--- config.mk ---
export PLATFORM = sky130hd
export DESIGN_NAME = irq_ctrl32
export DESIGN_NICKNAME = d
export VERILOG_FILES = /design/src/rtl/irqc_pkg.sv /design/src/rtl/irqc_sync.sv /design/src/rtl/irqc_src_cell.sv /design/src/rtl/irq_ctrl32.sv
export SDC_FILE = /design/constraint.sdc
export NUM_CORES = 1
export LEC_CHECK = 0
export ABC_AREA = 0
export CORE_AREA = 10 10 168 170
export DETAILED_ROUTE_END_ITERATION = 10
export DIE_AREA = 0 0 178 180
export GPL_TIMING_DRIVEN = 1
export MAX_ROUTING_LAYER = met4
export PLACE_DENSITY = 0.68
export SYNTH_ARGS = -nofsm -noshare
export SYNTH_HDL_FRONTEND = slang
export SYNTH_SLANG_ARGS = --single-unit
--- constraint.sdc ---
create_clock -name clk -period 2.7 [get_ports clk]
set_input_delay 0.54 -clock clk [delete_from_list [all_inputs] [get_ports clk]]
set_output_delay 0.54 -clock clk [all_outputs]
set_load 0.02 [all_outputs]
--- src/rtl/irqc_pkg.sv ---
package irqc_pkg;

    // Word offsets of the register map
    localparam int OFF_STAT = 0;
    localparam int OFF_EN   = 2;
    localparam int OFF_CRIT = 3;
    localparam int OFF_POL  = 4;
    localparam int OFF_TRIG = 5;
    localparam int OFF_MSK  = 6;
    localparam int OFF_VEC  = 7;
    localparam int OFF_VCFG = 8;

    typedef enum logic [3:0] {
        SEL_STAT,
        SEL_EN,
        SEL_CRIT,
        SEL_POL,
        SEL_TRIG,
        SEL_MSK,
        SEL_VEC,
        SEL_VCFG,
        SEL_NONE
    } reg_sel_e;

endpackage

--- src/rtl/irqc_sync.sv ---
module irqc_sync #(
    parameter int WIDTH  = 32,
    parameter int STAGES = 2
) (
    input  logic             clk,
    input  logic             rst_n,
    input  logic [WIDTH-1:0] d_i,
    output logic [WIDTH-1:0] q_o
);

    logic [WIDTH-1:0] stg_q [STAGES];

    always_ff @(posedge clk or negedge rst_n) begin
        if (!rst_n) begin
            for (int s = 0; s < STAGES; s++) stg_q[s] <= '0;
        end else begin
            stg_q[0] <= d_i;
            for (int s = 1; s < STAGES; s++) stg_q[s] <= stg_q[s-1];
        end
    end

    assign q_o = stg_q[STAGES-1];

endmodule

--- src/rtl/irqc_src_cell.sv ---
module irqc_src_cell (
    input  logic clk,
    input  logic rst_n,
    input  logic sync_i,
    input  logic trig_i,
    input  logic pol_i,
    input  logic clr_i,
    output logic stat_o
);

    logic act;
    logic prev_q;
    logic hit;
    logic stat_q;

    // Polarity-adjusted input: 1 while the source is at its active sense
    assign act = sync_i ~^ pol_i;
    assign hit = trig_i ? (act & ~prev_q) : act;

    always_ff @(posedge clk or negedge rst_n) begin
        if (!rst_n) begin
            prev_q <= 1'b0;
            stat_q <= 1'b0;
        end else begin
            prev_q <= act;
            stat_q <= hit | (stat_q & ~clr_i);
        end
    end

    assign stat_o = stat_q;

    assert_level_holds_R7: assert property (@(posedge clk) disable iff (!rst_n)
        (!trig_i && act) |=> stat_q);

    assert_edge_sticky_R5: assert property (@(posedge clk) disable iff (!rst_n)
        (stat_q && !clr_i) |=> stat_q);

    assert_set_wins_R8: assert property (@(posedge clk) disable iff (!rst_n)
        (trig_i && act && !prev_q && clr_i) |=> stat_q);

endmodule

--- src/rtl/irq_ctrl32.sv ---
module irq_ctrl32
    import irqc_pkg::*;
#(
    parameter int IRQ_W       = 32,
    parameter int ADDR_W      = 4,
    parameter int SYNC_STAGES = 2
) (
    input  logic              clk,
    input  logic              rst_n,
    input  logic [IRQ_W-1:0]  src_i,
    input  logic [ADDR_W-1:0] bus_addr,
    input  logic              bus_we,
    input  logic [IRQ_W-1:0]  bus_wdata,
    output logic [IRQ_W-1:0]  bus_rdata,
    output logic              irq_norm_o,
    output logic              irq_crit_o
);

    localparam int MSB = IRQ_W - 1;

    reg_sel_e         sel;
    logic [IRQ_W-1:0] sync_q;
    logic [IRQ_W-1:0] en_q, crit_q, pol_q, trig_q;
    logic [IRQ_W-1:0] stat;
    logic [IRQ_W-1:0] clr;
    logic [IRQ_W-1:0] masked;

    // Address decode
    always_comb begin
        unique case (int'(bus_addr))
            OFF_STAT: sel = SEL_STAT;
            OFF_EN:   sel = SEL_EN;
            OFF_CRIT: sel = SEL_CRIT;
            OFF_POL:  sel = SEL_POL;
            OFF_TRIG: sel = SEL_TRIG;
            OFF_MSK:  sel = SEL_MSK;
            OFF_VEC:  sel = SEL_VEC;
            OFF_VCFG: sel = SEL_VCFG;
            default:  sel = SEL_NONE;
        endcase
    end

    // Configuration registers
    always_ff @(posedge clk or negedge rst_n) begin
        if (!rst_n) begin
            en_q   <= '0;
            crit_q <= '0;
            pol_q  <= '0;
            trig_q <= '0;
        end else if (bus_we) begin
            unique case (sel)
                SEL_EN:   en_q   <= bus_wdata;
                SEL_CRIT: crit_q <= bus_wdata;
                SEL_POL:  pol_q  <= bus_wdata;
                SEL_TRIG: trig_q <= bus_wdata;
                default:  ;
            endcase
        end
    end

    assign clr = (bus_we && sel == SEL_STAT) ? bus_wdata : '0;

    irqc_sync #(
        .WIDTH  (IRQ_W),
        .STAGES (SYNC_STAGES)
    ) u_sync (
        .clk   (clk),
        .rst_n (rst_n),
        .d_i   (src_i),
        .q_o   (sync_q)
    );

    // One cell per source; source n sits at register bit MSB-n
    for (genvar n = 0; n < IRQ_W; n++) begin : g_src
        irqc_src_cell u_cell (
            .clk    (clk),
            .rst_n  (rst_n),
            .sync_i (sync_q[n]),
            .trig_i (trig_q[MSB-n]),
            .pol_i  (pol_q[MSB-n]),
            .clr_i  (clr[MSB-n]),
            .stat_o (stat[MSB-n])
        );
    end

    assign masked     = stat & en_q;
    assign irq_norm_o = |(masked & ~crit_q);
    assign irq_crit_o = |(masked & crit_q);

    // Read mux
    always_comb begin
        unique case (sel)
            SEL_STAT: bus_rdata = stat;
            SEL_EN:   bus_rdata = en_q;
            SEL_CRIT: bus_rdata = crit_q;
            SEL_POL:  bus_rdata = pol_q;
            SEL_TRIG: bus_rdata = trig_q;
            SEL_MSK:  bus_rdata = masked;
            default:  bus_rdata = '0;
        endcase
    end

    assert_quiet_outputs_R10: assert property (@(posedge clk) disable iff (!rst_n)
        (masked == '0) |-> (!irq_norm_o && !irq_crit_o));

    assert_single_route_R10: assert property (@(posedge clk) disable iff (!rst_n)
        ($countones(stat & en_q) == 1) |-> (irq_norm_o != irq_crit_o));

endmodule

After elaboration in Yosys (flattened, before gate mapping)
Memory sizes are Yosys's and may differ from the RTL's.
Cells that the tools add are included.
{"block": "word_totals", "ram_bits": 0, "elab_cells": 314, "rom_bits": 64, "latch_bits": 0, "memories": 1, "output_inout_bits": 34, "register_bits": 256, "inputBits": 71}
{"block": "op_classes", "n_reduce_logical": 8, "bitwise": 196, "magnitude_cmp": 0, "muxes": 34, "add_sub_neg": 0, "multipliers": 0, "eq_ne": 5, "n_div": 0, "n_shift": 0}
{"name": "(no name shown)", "words": 16, "word_bits": 4, "read_ports": 1, "rd_clocked_by_memory_dff": 0, "wr": 0, "line_no": "irq_ctrl32.sv:30", "text": "unique case (int'(bus_addr))"}
{"operator": "one-hot mux 32 bit (6 select lines)", "count": 1}
{"operator": "AND 32 bit", "count": 3}
{"operator": "AND 1 bit", "count": 64}
{"operator": "inverter 1 bit", "count": 64}
{"operator": "OR reduction 32 bit", "count": 2}
{"operator": "2-to-1 mux 1 bit", "count": 32}
{"operator": "2-to-1 mux 32 bit", "count": 1}
{"operator": "inverter 32 bit", "count": 1}
{"operator": "OR 1 bit", "count": 32}
{"operator": "bitwise XNOR 1 bit", "count": 32}
{"operator": "== test 4 x 2 -> 1 bit (second input constant)", "count": 2}
{"operator": "== test 4 x 3 -> 1 bit (second input constant)", "count": 2}
{"operator": "AND reduction 2 bit", "count": 4}
{"operator": "== test 4 x 1 -> 1 bit (second input constant)", "count": 1}
{"operator": "logical NOT 4 bit", "count": 1}
{"operator": "logical AND 1 bit", "count": 1}

Logic depth before layout (Yosys ltp)
An unclocked memory read counts as a cell.
{"block": "depth", "depth_word": 7, "ltp_mapped": 9, "ltp_nobuf": 6}

Cells and area by module
From an unflattened synthesis, not the netlist that was laid out.
{"block": "hier_totals", "cells_unflattened": 922, "area_unflattened_um2": 11638.7}
{"module": "irq_ctrl32", "n_inst": 1, "cells_each": 634, "seq_area_each_um2": 3203.1, "area_each_um2": 7394.6}
{"module": "irqc_src_cell", "n_inst": 32, "cells_each": 6, "seq_area_each_um2": 50.0, "area_each_um2": 75.1}
{"module": "irqc_sync", "n_inst": 1, "cells_each": 96, "seq_area_each_um2": 1601.5, "area_each_um2": 1841.8}

Worst setup path after synthesis
No wires, ideal clock.
{"block": "synth_path", "kind": "in2out", "from": "input bus_addr[0]", "to": "output bus_rdata[0]", "required_time_ns": 2.160, "arrival_time_ns": 2.216, "stages": 8, "slack_ns": -0.056, "n_path_buf": 2, "cell_sequence": "inv_1 -> ha_1 -> or3b_1 -> buf_2 -> nand2_4 -> clkbuf_1 -> a22oi_1 -> o221ai_1"}
{"block": "synth_between", "elab_chain_cells": 3, "word_cells_on_any_way": 8, "classes_between": "eq/ne (5); mux (1); reduce/logical (1); memory (1)"}
{"element": "start: declaration", "line_no": "irq_ctrl32.sv:11", "text": "input logic [ADDR_W-1:0] bus_addr,"}
{"element": "memory (16 x 4 bit) *"}
{"element": "== test 4 x 3 -> 1 bit (tied with other cells)", "line_no": "irq_ctrl32.sv:92", "text": "unique case (sel)"}
{"element": "one-hot mux 32 bit (6 select lines) *", "line_no": "irq_ctrl32.sv:92"}
{"element": "end: declaration", "line_no": "irq_ctrl32.sv:14", "text": "output logic [IRQ_W-1:0] bus_rdata,"}
Every way passes the cells marked *; elsewhere a longest branch is shown, timed or not.

Final worst setup path
{"block": "layout_path", "from": "input bus_addr[0]", "to": "output bus_rdata[4]"}
The elaborated chain is that of the path after synthesis.

==> key figures <==
Global routing
  • Initial antenna violation count: 1
  • Vias in the first global route: 8,883
  • GRT Util Overall: 0.214
  • Met3 usage: 0.0398
  • GR Util met2: 0.338
  • GR Layer Usage met1: 0.274
  • Largest net degree at the start of global routing: 80
  • First-pass GRT wire length: 52,600 µm
  • Gr busiest metal: met2
  • Overflow after GRT: 0

Timing
  • Clk_skew: 10.9 ps
  • Slew Limit Fails: 0
  • Min Tclk post-route: 2800 ps
  • Worst-margin pin slew: 653 ps
  • Setup TNS: -1600 ps
  • Final WS setup: -95.9 ps
  • Final Hold Vio Count: 7
  • Tcrit/Tclk final: 1.04
  • Unrepaired setup endpoints after global routing: yes
  • Setup-failing EPs final: 30
  • WHS: -19.3 ps
  • Slew HR: 0.565
  • Max Freq: 358 MHz

Clock tree
  • CTS Hold Buffers Added: 0
  • Clk pin slew, worst setup/hold paths: 60 ps
  • Clk root buf: clkbuf_16
  • Clock sink count: 256
  • Num CTS Buffers: 27
  • Clk_lat worst skew: 540 ps
  • Clock tree buffer depth: 3
  • Htree depth: 1
  • CTS tree: built

Power
  • Sequential power share: 0.447
  • Gate power share: 0.258
  • Worst-case vdd ir drop: 0.621 mV
  • Internal: 8.30 mW
  • Static Leak: 6.70 nW
  • Total power: 12.2 mW
  • Sw Pwr: 3.86 mW
  • Net Sw Frac: 0.318
  • PwrDens: 776 nW/µm²
  • Clock network power share: 0.295

Floorplanning
  • Core Region: 24,900 µm²
  • Die area: 32,000 µm²
  • Die span in y: 180 µm
  • Die W: 178 µm
  • Boundary Pins: 105
  • Initial core utilization: 0.443
  • Rows: 58

Synth
  • Synth top area cells: dfrtp_1, mux2_2, mux2_1, nand2_1, mux2i_1
  • Top_reg_cell synth: dfrtp_1
  • Ys async rst share: 1.00
  • Syn_nets: 984
  • Post-synth EDFFs: 0
  • Yosys Warn Count: 0
  • Netlist cell types: 39
  • Syn_area_per_cell: 12.1 µm²
  • Seq/Total Area, Yosys: 0.582
  • Synthesized instance count: 908
  • Syn Std Cell Area: 11,000 µm²
  • Yosys reg bits: 256
  • Post-synth top area share: 0.582
  • Area leader, netlist: dfrtp_1

Setup path
  • Startpoint types: primary input
  • Buf+Inv Stages, Crit Path: 6
  • CP most frequent cell: buf_12
  • Crit end category: output port
  • CP peak stage delay: 220 ps
  • Worst path slowest cell: a22oi_4
  • Required time worst endpoint: 2160 ps
  • Kind of critical path: primary input to output port
  • Cell class contributing the biggest share of worst-path delay: buffers and inverters
  • Crit-path max FO: 5
  • Critical path arrival: 2260 ps
  • CP cell instances: buf_8 > buf_6 > ha_4 > o21ba_4 > a22oi_4 > buf_12 > nand2_8 > buf_12 > buf_12 > o221ai_4 > buf_6

Detailed routing
  • Routed Antenna Nets: 0
  • Routed WL: 34,200 µm
  • Via count: 8,531
  • Vias per std cell: 5.92
  • Routed len/inst: 23.7 µm
  • Starting DRC count in detailed routing: 880
  • Residual DRC: 0
  • Detailed Routing Iterations Pass 1: 5

Finish
  • Final #Nets: 1,172
  • Layout area overhead: 42.3%
  • Most common cell after layout, fill and taps aside: dfrtp_1
  • Share of layout cells above drive strength 1: 0.356
  • Design area: 15,700 µm²
  • Most frequent cells in the layout: dfrtp_1, nand2_1, mux2_2
  • Fin util: 0.630

Place
  • Post-DP Area: 13,100 µm²
  • Post-DP HPWL: 20,600 µm
  • Port Buffer Count: 104
  • GP Congestion: 0.847

Flow run
  • Max cap viols: 0

Worst hold path
  • HP Class: primary input to async pin

Outcome
  • Failing checks: hold timing, setup timing
  • Status: complete, but fails checks
==> worst reg2reg max path: stages, from the launching register on <==
cell and delay (ps):
dfrtp_1 430, xnor2_1 340, a21oi_1 140, a31oi_1 170
==> cells in the mapped netlist (all sizes together) (2+ instances only) <==
cell     count
nor3        34
or3b         2
nand2b       5
xnor2       32
mux2       128
a31oi       32
o22ai       12
o21ai       33
nand3       32
nand2       94
nand4b       2
nand3b       7
a22oi       33
o2111ai      2
buf         24
o221ai      32
a21oi       33
nor4         4
clkbuf      20
inv         34
nand4       11
mux2i       33
ha           5
dfrtp      256
==> worst paths after layout <==
| check | start | end | slack [ps] | cells after the start |
|---|---|---|---|---|
| worst max-delay path | bus_addr[0] | bus_rdata[4] | -100 | 11 |
| max in group asynchronous | rst_n | u_sync.q_o[30]$_DFF_PN0_ | 1980 | 2 |
| worst min-delay path | rst_n | u_sync.q_o[17]$_DFF_PN0_ | -20 | 1 |
| min in group clk | u_sync.stg_q[56]$_DFF_PN0_ | u_sync.q_o[24]$_DFF_PN0_ | 350 | 0 |
| worst min register to register | u_sync.stg_q[56]$_DFF_PN0_ | u_sync.q_o[24]$_DFF_PN0_ | 350 | 0 |
| worst max register to register | pol_q[10]$_DFFE_PN0P_ | g_src[21].u_cell.stat_o$_DFF_PN0_ | 1530 | 3 |
==> power by group through the flow <==
stage / logic (mW) / clock network (mW) / registers (mW)
2_1_floorplan: 1.56 / 0 / 5.11
6_report: 3.13 / 3.59 / 5.44
4_1_cts: 2.85 / 3.64 / 5.34
3_3_place_gp: 2.40 / 0 / 5.32
3_5_place_dp: 2.46 / 0 / 5.34
5_1_grt: 3.36 / 3.82 / 5.53
==> sequential cells by signal (all words and copies together), names as in the netlist <==
name and flops:
trig_q 32, en_q 32, g_src.u_cell.stat_o 32, u_sync.stg_q 32
g_src.u_cell.prev_q 32, pol_q 32, u_sync.q_o 32, crit_q 32
==> cell type report <==
cell class / count / area (µm²)
fill: 1767 / 9220
sequential: 256 / 6410
multi-input combinational: 574 / 5390
timing repair buffer: 203 / 2490
clock buffer: 36 / 739
tap: 330 / 413
inverter: 34 / 140
clock inverter: 8 / 96.3
antenna: 1 / 2.50
==> through the flow <==
stage	instances	setup slack (ps)	hold slack, ps
after detailed placement	1367	-1030	335
after global placement	1367	-996	331
after floorplan	908	-55.9	244
final	1442	-95.9	-19.3
after global routing	1442	-132	33.6
after CTS	1442	-112	19.9
==> cells by family (layout without fill, tap and decap cells) <==
kind of cell,Yosys count,count (layout),share of synthesized area
buf+inv,78,281,0.0298
fa+ha+maj,5,5,0.00568
compound gates,181,181,0.109
flops,256,256,0.582
mux,161,161,0.161
other cells,0,1,0
simple gates,195,195,0.0877
xor+xnor,32,32,0.0254
==> layer usage <==
| metal | routed length, µm | vias to the layer above | share of wire |
|---|---|---|---|
| met5 | 0 | - | 0 |
| met4 | 1220 | 0 | 0.036 |
| met3 | 2460 | 95 | 0.072 |
| met2 | 16700 | 384 | 0.49 |
| met1 | 13800 | 4339 | 0.40 |
| li1 | - | 3713 | - |
==> timing repair <==
| action | 4_1_cts | 5_1_grt |
|---|---|---|
| endpoints found under the hold margin | 0 | 0 |
| resized for setup | 409 | 78 |
| cloned | 13 | 0 |
| setup endpoints to repair | 34 | 34 |
| pin swaps | 50 | 24 |
| buffers inserted | 23 | 4 |
Power figures use the tool's default switching activity.
